`src/rtl/aud_rx_pkg.sv`:
```
package aud_rx_pkg;
  typedef enum logic [1:0] {
    FMT_RJ16 = 2'b00,
    FMT_RJ18 = 2'b01,
    FMT_LJ18 = 2'b10,
    FMT_I2S  = 2'b11
  } frame_fmt_e;
endpackage

```
`src/rtl/aud_rx_sync.sv`:
```
module aud_rx_sync #(
  parameter int W      = 3,
  parameter int STAGES = 2
) (
  input  logic         clk,
  input  logic         rst_n,
  input  logic [W-1:0] din,
  output logic [W-1:0] dout
);
  logic [STAGES-1:0][W-1:0] chain_q;

  always_ff @(posedge clk or negedge rst_n) begin
    if (!rst_n) begin
      chain_q <= '0;
    end else begin
      chain_q[0] <= din;
      for (int i = 1; i < STAGES; i++) chain_q[i] <= chain_q[i-1];
    end
  end

  assign dout = chain_q[STAGES-1];
endmodule

```
`src/rtl/aud_rx_word.sv`:
```
module aud_rx_word
  import aud_rx_pkg::*;
#(
  parameter int SAMPLE_W = 18,
  parameter int SHORT_W  = 16
) (
  input  logic                clk,
  input  logic                rst_n,
  input  logic                bit_rise,
  input  logic                ws_s,
  input  logic                sd_s,
  input  frame_fmt_e          fmt,
  output logic                word_valid,
  output logic                word_left,
  output logic [SAMPLE_W-1:0] word_data
);
  localparam int CNT_W = $clog2(SAMPLE_W + 1);
  localparam int PAD_W = SAMPLE_W - SHORT_W;
  localparam logic [CNT_W-1:0] FULL = CNT_W'(SAMPLE_W);

  function automatic logic [SAMPLE_W-1:0] left_align(input logic [SAMPLE_W-1:0] v,
                                                     input logic [CNT_W-1:0] n);
    return v << (FULL - n);
  endfunction

  logic [SAMPLE_W-1:0] shreg_q, shreg_d, shifted, cap_val, data_q, data_d;
  logic [CNT_W-1:0]    cnt_q, cnt_d;
  logic ws_prev_q, ws_prev_d, seen_q, seen_d, primed_q, primed_d;
  logic valid_q, valid_d, left_q, left_d;
  logic trans, not_full, capture;

  always_comb begin
    shifted   = {shreg_q[SAMPLE_W-2:0], sd_s};
    trans     = seen_q && (ws_s != ws_prev_q);
    not_full  = cnt_q < FULL;
    shreg_d   = shreg_q;
    cnt_d     = cnt_q;
    ws_prev_d = ws_prev_q;
    seen_d    = seen_q;
    primed_d  = primed_q;
    valid_d   = 1'b0;
    left_d    = left_q;
    data_d    = data_q;
    capture   = 1'b0;
    cap_val   = '0;
    if (bit_rise) begin
      seen_d    = 1'b1;
      ws_prev_d = ws_s;
      if (trans) primed_d = 1'b1;
      unique case (fmt)
        FMT_RJ16, FMT_RJ18: begin
          shreg_d = shifted;
          if (trans) begin
            capture = 1'b1;
            cap_val = (fmt == FMT_RJ16) ? {shreg_q[SHORT_W-1:0], {PAD_W{1'b0}}} : shreg_q;
          end
        end
        FMT_LJ18: begin
          if (trans) begin
            capture = 1'b1;
            cap_val = left_align(shreg_q, cnt_q);
            shreg_d = {{(SAMPLE_W-1){1'b0}}, sd_s};
            cnt_d   = CNT_W'(1);
          end else if (not_full) begin
            shreg_d = shifted;
            cnt_d   = cnt_q + 1'b1;
          end
        end
        FMT_I2S: begin
          if (trans) begin
            capture = 1'b1;
            cap_val = not_full ? left_align(shifted, cnt_q + 1'b1) : left_align(shreg_q, cnt_q);
            shreg_d = '0;
            cnt_d   = '0;
          end else if (not_full) begin
            shreg_d = shifted;
            cnt_d   = cnt_q + 1'b1;
          end
        end
      endcase
      if (capture && primed_q) begin
        valid_d = 1'b1;
        data_d  = cap_val;
        left_d  = (ws_prev_q == (fmt != FMT_I2S));
      end
    end
  end

  always_ff @(posedge clk or negedge rst_n) begin
    if (!rst_n) begin
      shreg_q   <= '0;
      cnt_q     <= '0;
      ws_prev_q <= 1'b0;
      seen_q    <= 1'b0;
      primed_q  <= 1'b0;
      valid_q   <= 1'b0;
      left_q    <= 1'b0;
      data_q    <= '0;
    end else begin
      shreg_q   <= shreg_d;
      cnt_q     <= cnt_d;
      ws_prev_q <= ws_prev_d;
      seen_q    <= seen_d;
      primed_q  <= primed_d;
      valid_q   <= valid_d;
      left_q    <= left_d;
      data_q    <= data_d;
    end
  end

  assign word_valid = valid_q;
  assign word_left  = left_q;
  assign word_data  = data_q;
endmodule

```
`src/rtl/aud_rx_pair.sv`:
```
module aud_rx_pair #(
  parameter int SAMPLE_W = 18
) (
  input  logic                clk,
  input  logic                rst_n,
  input  logic                word_valid,
  input  logic                word_left,
  input  logic [SAMPLE_W-1:0] word_data,
  output logic                pair_stb,
  output logic [SAMPLE_W-1:0] left_w,
  output logic [SAMPLE_W-1:0] right_w
);
  logic [SAMPLE_W-1:0] hold_q, hold_d, l_q, l_d, r_q, r_d;
  logic have_q, have_d, stb_q, stb_d;

  always_comb begin
    hold_d = hold_q;
    have_d = have_q;
    l_d    = l_q;
    r_d    = r_q;
    stb_d  = 1'b0;
    if (word_valid) begin
      if (word_left) begin
        hold_d = word_data;
        have_d = 1'b1;
      end else if (have_q) begin
        stb_d  = 1'b1;
        l_d    = hold_q;
        r_d    = word_data;
        have_d = 1'b0;
      end
    end
  end

  always_ff @(posedge clk or negedge rst_n) begin
    if (!rst_n) begin
      hold_q <= '0;
      have_q <= 1'b0;
      l_q    <= '0;
      r_q    <= '0;
      stb_q  <= 1'b0;
    end else begin
      hold_q <= hold_d;
      have_q <= have_d;
      l_q    <= l_d;
      r_q    <= r_d;
      stb_q  <= stb_d;
    end
  end

  assign pair_stb = stb_q;
  assign left_w   = l_q;
  assign right_w  = r_q;
endmodule

```
`src/rtl/aud_serial_rx.sv`:
```
module aud_serial_rx
  import aud_rx_pkg::*;
#(
  parameter int SAMPLE_W    = 18,
  parameter int SHORT_W     = 16,
  parameter int SYNC_STAGES = 2
) (
  input  logic                clk,
  input  logic                rst_n,
  input  logic                ser_clk_i,
  input  logic                frame_clk_i,
  input  logic                ser_dat_i,
  input  logic [1:0]          fmt_sel_i,
  output logic                pair_stb_o,
  output logic [SAMPLE_W-1:0] left_o,
  output logic [SAMPLE_W-1:0] right_o
);
  localparam int LINES = 3;

  logic [LINES-1:0]    lines_s;
  logic                sclk_q, sclk_d, bit_rise;
  logic                word_valid, word_left;
  logic [SAMPLE_W-1:0] word_data;

  aud_rx_sync #(.W(LINES), .STAGES(SYNC_STAGES)) u_sync (
    .clk  (clk),
    .rst_n(rst_n),
    .din  ({ser_clk_i, frame_clk_i, ser_dat_i}),
    .dout (lines_s)
  );

  assign sclk_d   = lines_s[2];
  assign bit_rise = lines_s[2] & ~sclk_q;

  always_ff @(posedge clk or negedge rst_n) begin
    if (!rst_n) sclk_q <= 1'b0;
    else        sclk_q <= sclk_d;
  end

  aud_rx_word #(.SAMPLE_W(SAMPLE_W), .SHORT_W(SHORT_W)) u_word (
    .clk       (clk),
    .rst_n     (rst_n),
    .bit_rise  (bit_rise),
    .ws_s      (lines_s[1]),
    .sd_s      (lines_s[0]),
    .fmt       (frame_fmt_e'(fmt_sel_i)),
    .word_valid(word_valid),
    .word_left (word_left),
    .word_data (word_data)
  );

  aud_rx_pair #(.SAMPLE_W(SAMPLE_W)) u_pair (
    .clk       (clk),
    .rst_n     (rst_n),
    .word_valid(word_valid),
    .word_left (word_left),
    .word_data (word_data),
    .pair_stb  (pair_stb_o),
    .left_w    (left_o),
    .right_w   (right_o)
  );
endmodule

```
`config.mk`:
```
export PLATFORM = sky130hd
export DESIGN_NAME = aud_serial_rx
export DESIGN_NICKNAME = d
export VERILOG_FILES = /design/src/rtl/aud_rx_pkg.sv /design/src/rtl/aud_rx_sync.sv /design/src/rtl/aud_rx_word.sv /design/src/rtl/aud_rx_pair.sv /design/src/rtl/aud_serial_rx.sv
export SDC_FILE = /design/constraint.sdc
export NUM_CORES = 1
export LEC_CHECK = 0
export BUFFER_PORTS_ARGS = -buffer_cell sky130_fd_sc_hd__buf_4
export CORE_ASPECT_RATIO = 1.4
export CORE_MARGIN = 2
export CORE_UTILIZATION = 30
export CTS_CLUSTER_DIAMETER = 200
export DETAILED_ROUTE_END_ITERATION = 7
export GPL_TIMING_DRIVEN = 1
export PLACE_DENSITY = 0.41
export SETUP_SLACK_MARGIN = 0.3
export SKIP_LAST_GASP = 1
export SLEW_MARGIN = 20
export SYNTH_ARGS = -nofsm -noshare
export SYNTH_HDL_FRONTEND = slang
export SYNTH_SLANG_ARGS = --single-unit
```
`constraint.sdc`:
```
create_clock -name clk -period 4.2 [get_ports clk]
set_clock_uncertainty 0.15 [all_clocks]
set_input_delay 0.21 -clock clk [delete_from_list [all_inputs] [get_ports clk]]
set_output_delay 0.21 -clock clk [all_outputs]
set_load 0.02 [all_outputs]
```
==> flow_summary_export.csv <==
group,metric,value,unit
sta,layout_min_cycle_time,3340,ps
synth,synthArstFlopShare,100,%
synth,syn_avg_cell_area,9.93,sq um
critical_path,cp_common_cell,"xnor2_4",
status,status,"completed",
synth,synth_fa_ha_area_share,0.392,%
synth,ys_warn_count,0,
hold_path,min_path_type,"in -> reg",
sta,setup_violations,0,
synth,synthXorXnorAreaFrac,3.04,%
critical_path,worstSetupPathType,"reg -> reg",
routing,dr_wl_met2,8990,um
sta,rsz0062_at_grt,"no",
synth,ys_ff_latch,109,
cts,cts_buffers,9,
placed_design,io_buffers,43,
critical_path,start_kind,"register",
cells_and_area,syn_to_final_growth,13.0,%
sta,hold_viol_final,0,
routing,avgViaCountPerCell,5.23,
cts,cts.path.max_buffers,2,
placed_design,dp.cells,908,
floorplan,die-area,22500,sq um
critical_path,worstSetupStartpoint,"u_word.cnt_q[1]$_DFFE_PN0P_",
cts,cts.sinks,109,
critical_path,max_stage_delay,600,ps
grt,grt_max_degree,49,
cts,cts_root_buf,"clkbuf_16",
power_and_ir_drop,p_leak,3.26,nW
placed_design,dp_hpwl,13300,um
routing,wire_per_inst,19.6,um
routing,wl_met1,7890,um
sta,max_freq,299,MHz
sta,fin_tns_setup,0,ps
cells_and_area,nets,672,
grt,grt_overflow,0,
cts,worstSkewPairLatency,360,ps
routing,drt_iter0_drc,306,
floorplan,core,21000,sq um
floorplan,start_util,30.3,%
synth,synth_common_cells,"nand2_1 (155), dfrtp_1 (109), mux2i_1 (56), nor2_1 (30), clkbuf_1 (28)",
synth,syn_area,6390,sq um
critical_path,worstPathCellList,"ha_1 -> xnor2_4 -> xnor2_4 -> nor2_1 -> a211oi_1 -> a2111oi_0 -> o31a_1",
cells_and_area,drive_above_1_share,19.8,%
sta,max_slew.worst_pin.slew,908,ps
critical_path,r2r_start,"u_word.cnt_q[1]$_DFFE_PN0P_",
sta,slew_headroom,39.4,%
job,drv_cap,0,
routing,drc,0,
power_and_ir_drop,ir_drop,0.478,mV
cells_and_area,final_core_util,34.3,%
cells_and_area,num_antenna_cells,0,
placed_design,gp_congestion,0.911,
critical_path,worstPathArrival,3440,ps
routing,met3_wirelength,569,um
floorplan,io_pins,44,
synth,synth_top_area_share,42.7,%
synth,synth_most_common_cell,"nand2_1",
routing,firstDrtPassIters,4,
cts,cts.reportedPaths.clkPinSlew,70,ps
synth,yosysUniqueCellTypes,66,
routing,highest_layer,"met4",
synth,synth_simple_gate_area_share,16.1,%
sta,fin_crit_sh,79.6,%
routing,postRouteAntennaNets,0,
sta,setup_ws,859,ps
placed_design,pre_cts_ws,952,ps
synth,synth_compound_area_share,13.4,%
floorplan,rows,63,
cells_and_area,num-fill-cells,2123,
floorplan,die_w,127,um
synth,synth_top_family_by_area,"multiplexers",
critical_path,cp_slowest_cell,"ha_1",
synth,synthesis.nets,652,
critical_path,endpoint_kind,"register",
synth,syn_inst,643,
grt,grt.total_usage,16.9,%
routing,vias,4852,
floorplan,die_height,177,um
synth,synthMuxAreaShare,19.9,%
cts,post-cts-setup-buffers,0,
grt,grt_pass1_vias,4881,
critical_path,crit_fanout,18,
cells_and_area,finalNonFillerCells,927,
cts,cts_tree,"done",
synth,synth_ff_type,"dfrtp_1",
power_and_ir_drop,power-per-cell-area,740,nW/um^2
synth,synth_edf_count,0,
sta,drv_slew,0,
hold_path,hold_start,"fmt_sel_i[1]",
cts,post_cts_resized,0,
routing,drt_wl_total,18100,um
grt,antenna_found_initial,0,
cts,cts.htree.levels,3,
grt,grt_first_pass_wirelength,29300,um
synth,yosysTopAreaCell,"dfrtp_1",
critical_path,crit_required,4300,ps
synth,synth-seq-area-share,42.7,%
synth,synthTopCellsByArea,"dfrtp_1 (43%), nand2_1 (9.1%), mux2i_1 (8.8%)",
[layout by cell type (no fill, tap or decap), types with 3 or more instances in the layout]
cell type        n
a31oi_1          7
nand3_1          4
o32a_1           5
mux2_2          27
xnor2_1          5
a21oi_1         21
nand2_1        155
a211oi_1         7
nor2_1          30
o21bai_1         3
o21ai_0         16
mux4_2          17
a22oi_1          3
o22a_1           4
nand2b_1         6
nor2b_1          9
mux2i_1         56
xor2_1           4
dfrtp_1        109
inv_1            7
o31ai_1          4
and3_1           3
buf_4           57
nand4_1          6
and2_1           4
o21ai_1          5
clkbuf_16        9
dlygate4sd3_1    4
a22o_1          19
nor3_1          10
[through the flow]
stage	instance area (sq um)	hold WS, ps	total power [mW]
2_1_floorplan	6390	-236	3.73
3_3_place_gp	6890	42.4	4.50
3_5_place_dp	6890	42.5	4.50
4_1_cts	7220	117	5.40
5_1_grt	7220	163	5.69
6_report	7220	145	5.34
[power breakdown]
part / switching (mW) / internal (mW) / leakage, nW / total, mW
combinational: 1.66 / 1.18 / 1.70 / 2.83
clock: 0.402 / 0.462 / 0.139 / 0.864
sequential: 0.291 / 1.35 / 1.41 / 1.64
total: 2.35 / 2.99 / 3.26 / 5.34
[what timing repair did]
item	CTS	global route
hold buffers	4	0
setup endpoints to repair	0	0
hold endpoints to repair	36	0
[metal layers]
metal	up-vias	global-route usage [%]
li1	2318	-
met1	2406	21.2
met2	97	28.8
met3	31	2.42
met4	0	7.46
met5	-	0
[state kept, by name, summed over array words and instances, names as in the netlist]
| name | count |
|---|---|
| u_word.cnt_q | 5 |
| u_word.shreg_q | 18 |
| u_pair.right_w | 18 |
| u_sync.dout | 3 |
| u_word.word_left | 1 |
| u_pair.pair_stb | 1 |
| u_sync.chain_q | 3 |
| u_pair.left_w | 18 |
| u_word.primed_q | 1 |
| u_pair.have_q | 1 |
| u_word.ws_prev_q | 1 |
| u_pair.hold_q | 18 |
| u_word.seen_q | 1 |
| u_word.word_valid | 1 |
| sclk_q | 1 |
| u_word.word_data | 18 |
[cell families after synthesis]
group,Yosys count
compound gates,116
xor+xnor,14
fa+ha+maj,2
buf+inv,62
flops,109
mux,101
simple gates,239
[path summary, 6_finish.rpt]
path | end | depth (start not counted) | slack [ps]
max in group asynchronous | u_word.cnt_q[2]$_DFFE_PN0P_ | 3 | 2700
min reg2reg | u_sync.dout[2]$_DFF_PN0_ | 0 | 200
max | u_word.word_data[12]$_DFFE_PN0P_ | 7 | 860
min in group asynchronous | u_pair.left_w[0]$_DFFE_PN0P_ | 2 | 190
min | u_word.word_data[9]$_DFFE_PN0P_ | 2 | 150
max reg2reg | u_word.word_data[12]$_DFFE_PN0P_ | 7 | 860
[critical path, delay by kind of cell (launching register included)]
kind | cells | cell delay [ps]
AND/OR/NAND/NOR | 1 | 130
adder cells (fa/ha/maj) | 1 | 600
XOR/XNOR | 2 | 840
flip-flops | 1 | 560
AO/OA/AOI/OAI | 3 | 940
[cell type report]
cell class | instances | area (sq um) | share of cell area (%)
well taps | 260 | 325 | 4.51
inverters | 10 | 37.5 | 0.520
multi-input cells | 472 | 3370 | 46.7
repair buffers | 61 | 468 | 6.48
clock inverters | 5 | 60.1 | 0.832
flip-flops and latches | 109 | 2730 | 37.8
clock buffers | 10 | 229 | 3.17
No activity file was read; power rests on OpenSTA's default activity.
